===== config.mk =====
export PLATFORM = sky130hd
export DESIGN_NAME = flash_poll_status
export DESIGN_NICKNAME = d
export VERILOG_FILES = /design/src/rtl/wsr_pkg.sv /design/src/rtl/wsr_strobe_edge.sv /design/src/rtl/wsr_toggle_track.sv /design/src/rtl/wsr_status_mux.sv /design/src/rtl/flash_poll_status.sv
export SDC_FILE = /design/constraint.sdc
export NUM_CORES = 1
export LEC_CHECK = 0
export BUFFER_PORTS_ARGS = -buffer_cell sky130_fd_sc_hd__buf_2
export CAP_MARGIN = 20
export CELL_PAD_IN_SITES_DETAIL_PLACEMENT = 1
export CELL_PAD_IN_SITES_GLOBAL_PLACEMENT = 2
export CORE_MARGIN = 2
export CORE_UTILIZATION = 25
export DETAILED_ROUTE_END_ITERATION = 10
export PLACE_DENSITY = 0.8
export SLEW_MARGIN = 25
export SYNTH_ARGS = -nofsm -noshare
export SYNTH_HDL_FRONTEND = slang
export SYNTH_HIERARCHICAL = 1
export SYNTH_SLANG_ARGS = --single-unit

===== constraint.sdc =====
create_clock -name clk -period 1.4 [get_ports clk]
set_input_delay 0.21 -clock clk [delete_from_list [all_inputs] [get_ports clk]]
set_output_delay 0.21 -clock clk [all_outputs]
set_load 0.01 [all_outputs]

===== src/rtl/wsr_pkg.sv =====
package wsr_pkg;

  // Mode of the read currently being formed.
  typedef struct packed {
    logic active;  // operation in progress
    logic erase;   // erase rather than program
    logic tog;     // toggle value to present
  } wsr_mode_t;

endpackage


===== src/rtl/wsr_strobe_edge.sv =====
module wsr_strobe_edge (
  input  logic clk,
  input  logic rst,
  input  logic stb,
  output logic hit
);
  logic stb_q;

  always_ff @(posedge clk) begin
    if (rst) stb_q <= 1'b0;
    else     stb_q <= stb;
  end

  assign hit = stb & ~stb_q;

  // a strobe held high yields no second hit
  a_r4_single_hit: assert property (@(posedge clk) disable iff (rst)
    hit |=> !hit);
endmodule


===== src/rtl/wsr_toggle_track.sv =====
module wsr_toggle_track #(
  parameter logic TOG_INIT = 1'b0
) (
  input  logic clk,
  input  logic rst,
  input  logic busy,
  input  logic hit,
  output logic tog_now
);
  logic busy_q;
  logic tog_q;
  logic start;

  assign start   = busy & ~busy_q;
  assign tog_now = start ? TOG_INIT : tog_q;

  always_ff @(posedge clk) begin
    if (rst) begin
      busy_q <= 1'b0;
      tog_q  <= TOG_INIT;
    end else begin
      busy_q <= busy;
      if (busy && hit) tog_q <= ~tog_now;
      else if (start)  tog_q <= TOG_INIT;
    end
  end

  // a fresh operation with no read in its first cycle restarts the toggle
  a_r9_restart_init: assert property (@(posedge clk) disable iff (rst)
    (busy && !busy_q && !hit) |=> (tog_q == TOG_INIT));

  // no read strobe edge and no new operation leaves the toggle alone
  a_r4_hold_no_read: assert property (@(posedge clk) disable iff (rst)
    (!hit && !(busy && !busy_q)) |=> $stable(tog_q));
endmodule


===== src/rtl/wsr_status_mux.sv =====
module wsr_status_mux
  import wsr_pkg::*;
#(
  parameter int DATA_W   = 16,
  parameter int POLL_BIT = 7,
  parameter int TOG_BIT  = 6
) (
  input  wsr_mode_t         mode,
  input  logic [DATA_W-1:0] tdat,
  input  logic [DATA_W-1:0] adat,
  output logic [DATA_W-1:0] word
);
  for (genvar i = 0; i < DATA_W; i++) begin : g_bit
    if (i == POLL_BIT) begin : g_poll
      assign word[i] = mode.active ? (mode.erase ? 1'b0 : ~tdat[i]) : adat[i];
    end else if (i == TOG_BIT) begin : g_tog
      assign word[i] = mode.active ? mode.tog : adat[i];
    end else begin : g_plain
      assign word[i] = mode.active ? tdat[i] : adat[i];
    end
  end
endmodule


===== src/rtl/flash_poll_status.sv =====
module flash_poll_status
  import wsr_pkg::*;
#(
  parameter int   DATA_W   = 16,
  parameter int   POLL_BIT = 7,
  parameter int   TOG_BIT  = 6,
  parameter logic TOG_INIT = 1'b0
) (
  input  logic              clk,
  input  logic              rst,
  input  logic              op_busy,
  input  logic              op_erase,
  input  logic [DATA_W-1:0] target_data,
  input  logic [DATA_W-1:0] array_data,
  input  logic              rd_stb,
  output logic [DATA_W-1:0] rd_data,
  output logic              rd_valid
);
  localparam logic [DATA_W-1:0] STATUS_MASK =
    (DATA_W'(1) << POLL_BIT) | (DATA_W'(1) << TOG_BIT);
  localparam logic [DATA_W-1:0] OTHER_MASK = ~STATUS_MASK;

  logic              hit;
  logic              tog_now;
  wsr_mode_t         mode;
  logic [DATA_W-1:0] formed;

  wsr_strobe_edge u_edge (
    .clk (clk),
    .rst (rst),
    .stb (rd_stb),
    .hit (hit)
  );

  wsr_toggle_track #(.TOG_INIT(TOG_INIT)) u_tog (
    .clk     (clk),
    .rst     (rst),
    .busy    (op_busy),
    .hit     (hit),
    .tog_now (tog_now)
  );

  assign mode = '{active: op_busy, erase: op_erase, tog: tog_now};

  wsr_status_mux #(.DATA_W(DATA_W), .POLL_BIT(POLL_BIT), .TOG_BIT(TOG_BIT)) u_mux (
    .mode (mode),
    .tdat (target_data),
    .adat (array_data),
    .word (formed)
  );

  always_ff @(posedge clk) begin
    if (rst) begin
      rd_data  <= '0;
      rd_valid <= 1'b0;
    end else begin
      rd_valid <= hit;
      if (hit) rd_data <= formed;
    end
  end

  a_r1_program_poll: assert property (@(posedge clk) disable iff (rst)
    (rd_valid && $past(op_busy) && !$past(op_erase))
      |-> (rd_data[POLL_BIT] == ~$past(target_data[POLL_BIT])));

  a_r2_erase_poll_zero: assert property (@(posedge clk) disable iff (rst)
    (rd_valid && $past(op_busy) && $past(op_erase)) |-> (rd_data[POLL_BIT] == 1'b0));

  a_r7_other_bits: assert property (@(posedge clk) disable iff (rst)
    (rd_valid && $past(op_busy))
      |-> ((rd_data & OTHER_MASK) == ($past(target_data) & OTHER_MASK)));

  a_r5_idle_array: assert property (@(posedge clk) disable iff (rst)
    (rd_valid && !$past(op_busy)) |-> (rd_data == $past(array_data)));

  a_r6_valid_pulse: assert property (@(posedge clk) disable iff (rst)
    rd_valid |=> !rd_valid);

  a_r6_hold_between: assert property (@(posedge clk) disable iff (rst)
    (!rd_valid && !$past(rst)) |-> $stable(rd_data));
endmodule


==> impl_metrics.sql <==
INSERT INTO impl_metrics (metric_group, metric, value, unit) VALUES
('routing', 'wl', '2260', 'um'),
('clocking', 'clock_insertion_delay_at_the_later_pin_of_the_skew_report', '250', 'ps'),
('sta', 'rsz_0062_raised_after_global_routing', 'no', ''),
('logic_synthesis', 'synth.avg_cell_area', '11.5', 'um^2'),
('power', 'power-per-cell-area', '995', 'nW/um^2'),
('logic_synthesis', 'syn_inst', '86', ''),
('logic_synthesis', 'yosysWarningCount', '6', ''),
('logic_synthesis', 'yosysSeqAreaShare', '0.405', ''),
('floorplanning', 'design.die.area', '4470', 'um^2'),
('setup_path', 'path_cells', 'nor2b_4, buf_4, mux2i_1, nor2_1', ''),
('logic_synthesis', 'syn-num-nets', '123', ''),
('cells_and_area', 'layout_commonest_cell', 'buf_2', ''),
('clocking', 'cts_max_level', '1', ''),
('sta', 'final_min_period_over_clock_period', '0.775', ''),
('setup_path', 'cp.arrival', '1210', 'ps'),
('global_routing', 'grt_max_degree', '21', ''),
('logic_synthesis', 'synth_mux_area_frac', '0.382', ''),
('cells_and_area', 'nNetsFinal', '178', ''),
('setup_path', 'setup.worst_path.end_class', 'flop', ''),
('cells_and_area', 'final_cell_mix', 'buf_2 (52), dfxtp_1 (20), nor2_1 (18), mux2i_1 (16), mux2_4 (10)', ''),
('run_status', 'outcome', 'finished, final reports clean', ''),
('sta', 'final-setup-viol-count', '0', ''),
('logic_synthesis', 'synth_adder_area_share', '0', ''),
('sta', 'max_freq', '0.921', 'GHz'),
('sta', 'final_period_minus_worst_setup_slack', '1090', 'ps'),
('sta', 'totalNegativeSetupSlack', '0', 'ps'),
('setup_path', 'critical_path_s_largest_stage_delay', '330', 'ps'),
('logic_synthesis', 'synth_cell_type_count', '16', ''),
('global_routing', 'grt_first_pass_wirelength', '3590', 'um'),
('routing', 'num_vias', '806', ''),
('setup_path', 'kind_of_launch_point_of_the_worst_setup_path', 'flop', ''),
('clocking', 'cts_buffers', '3', ''),
('global_routing', 'via_count_of_the_first_global_routing_pass', '804', ''),
('routing', 'drc_violations_left', '0', ''),
('clocking', 'tritoncts', 'yes', ''),
('floorplanning', 'core_area', '3740', 'um^2'),
('sta', 'hold_viol_final', '0', ''),
('floorplanning', 'floorplan.initialDensity', '0.264', ''),
('routing', 'viasPerCell', '4.29', ''),
('floorplanning', 'placementRows', '22', ''),
('logic_synthesis', 'yosys.area_share.simple', '0.118', ''),
('setup_path', 'ws_path_type', 'flop to flop', ''),
('floorplanning', 'die-height', '66.9', 'um'),
('logic_synthesis', 'synth_top_family_by_area', 'multiplexers', ''),
('sta', 'relSlewSlack', '0.732', ''),
('clocking', 'post_cts_hold_buffer_count', '0', ''),
('setup_path', 'critical_path_required', '1530', 'ps'),
('sta', 'worstMarginPinSlew', '402', 'ps'),
('sta', 'timing_max_transition_violations_final', '0', ''),
('floorplanning', 'die_w', '66.9', 'um'),
('job', 'timing.max_cap.violations', '0', ''),
('routing', 'first_pass_iters', '4', ''),
('clocking', 'tritoncts_num_sinks', '20', ''),
('cells_and_area', 'num_antenna_cells', '0', ''),
('placed_design', 'place_congestion', '0.678', ''),
('clocking', 'ctsResizeCount', '0', ''),
('clocking', 'cts_setup_buffers', '0', ''),
('routing', 'drt_iter0_markers', '1', ''),
('placed_design', 'numPlacedInstances', '184', ''),
('global_routing', 'number_of_antenna_violations_at_the_first_check_in_global_routing', '0', ''),
('routing', 'detail-route-antenna-nets', '0', ''),
('cells_and_area', 'num-fill-cells', '471', ''),
('logic_synthesis', 'synth-seq-cells', '20', ''),
('clocking', 'clk_pin_slew', '80', 'ps'),
('logic_synthesis', 'synthesis.area', '988', 'um^2'),
('worst_hold_path', 'worst_hold_path_type', 'primary input to flop', ''),
('sta', 'fin_skew', '4.10', 'ps'),
('setup_path', 'worst-path-max-fanout', '13', ''),
('cells_and_area', 'syn_to_final_growth', '33.7', '%'),
('placed_design', 'dp.final_hpwl', '1790', 'um'),
('power', 'total_leakage_power', '0.685', 'nW'),
('floorplanning', 'io_pins', '54', ''),
('clocking', 'clockBufferDepth', '2', ''),
('placed_design', 'port_buffers', '52', ''),
('global_routing', 'grt_usage', '0.106', ''),
('logic_synthesis', 'synth_compound_gate_area_share', '0.0177', ''),
('cells_and_area', 'share_of_post_route_cells_with_drive_strength_above_1', '0.557', ''),
('cells_and_area', 'stdcell_count', '188', ''),
('clocking', 'root_buffer', 'clkbuf_8', ''),
('power', 'power.ir.vdd_worst', '0.312', 'mV'),
('routing', 'routed_len_inst', '12.0', 'um'),
('setup_path', 'cp_slowest_cell', 'dfxtp_1', ''),
('logic_synthesis', 'synth-xor-area-share', '0', ''),
('global_routing', 'grt_overflow_total', '0', '');
## path summary, 6_finish.rpt
check | startpoint | endpoint | slack [ps] | cells after the start
worst max-delay path | u_edge/stb_q$_SDFF_PP0_ | rd_data[11]$_SDFFE_PP0P_ | 310 | 4
worst min-delay path | rd_stb | u_edge/stb_q$_SDFF_PP0_ | 190 | 2
worst max register to register | u_edge/stb_q$_SDFF_PP0_ | rd_data[11]$_SDFFE_PP0P_ | 310 | 4
worst min register to register | rd_data[2]$_SDFFE_PP0P_ | rd_data[2]$_SDFFE_PP0P_ | 490 | 2
## where the power goes
group / switching (W) / internal (W)
combinational: 0.000110 / 0.000149
sequential: 0.0000182 / 0.000605
clock: 0.000182 / 0.000250
## kinds of logic after synthesis
logic type             count (synthesis)
multiplexers                          32
AND/OR/NAND/NOR                       24
buffers and inverters                  7
flip-flops                            20
AO/OA/AOI/OAI                          3
## through the flow
stage / total power (W) / area (um^2) / setup WS [ps] / hold slack (ps) / util
CTS: 0.00135 / 1320 / 283 / 193 / 0.353
global route: 0.00140 / 1320 / 229 / 185 / 0.353
detailed placement: 0.000902 / 1270 / 187 / 461 / 0.338
floorplan: 0.000809 / 988 / 360 / 274 / -
finish: 0.00131 / 1320 / 314 / 191 / 0.353
global placement: 0.000890 / 1270 / 217 / 448 / 0.338
## cell usage after synthesis
cell type / instances / area (um^2)
buf_6: 2 / 22.5
buf_12: 2 / 40.0
nand2_1: 1 / 3.75
buf_2: 2 / 10.0
a21oi_1: 1 / 5.00
dfxtp_1: 20 / 400
nor2b_4: 2 / 27.5
mux2_2: 6 / 67.6
nand3_1: 1 / 5.00
nor2b_1: 2 / 12.5
o21a_1: 1 / 7.51
mux2_4: 10 / 150
inv_1: 1 / 3.75
nor2_1: 18 / 67.6
mux2i_1: 16 / 160
o21ai_1: 1 / 5.00
## cell type report
type	count	area, um^2	share of cell area
multi-input combinational	59	512	0.387
sequential	20	400	0.303
timing repair buffer	56	290	0.220
tap	48	60.1	0.0455
clock buffer	4	55.1	0.0417
inverter	1	3.75	0.00284
## critical path: cells and delay by family (launching register included)
family / cells / cell delay (ps)
buffers and inverters: 1 / 240
flip-flops: 1 / 330
multiplexers: 1 / 220
AND/OR/NAND/NOR: 2 / 170
## layer usage
metal	wire [um]	vias to the layer above	GRT usage
met1	903	373	0.115
met2	1130	36	0.193
met5	0	-	0
met4	12	0	0.0306
met3	217	2	0.0389
li1	-	395	-
## state kept, by name, summed over array words and instances (netlist names)
| register | cells |
|---|---|
| u_tog/tog_q | 1 |
| u_tog/busy_q | 1 |
| rd_data | 16 |
| rd_valid | 1 |
| u_edge/stb_q | 1 |
Power figures use the tool's default switching activity.
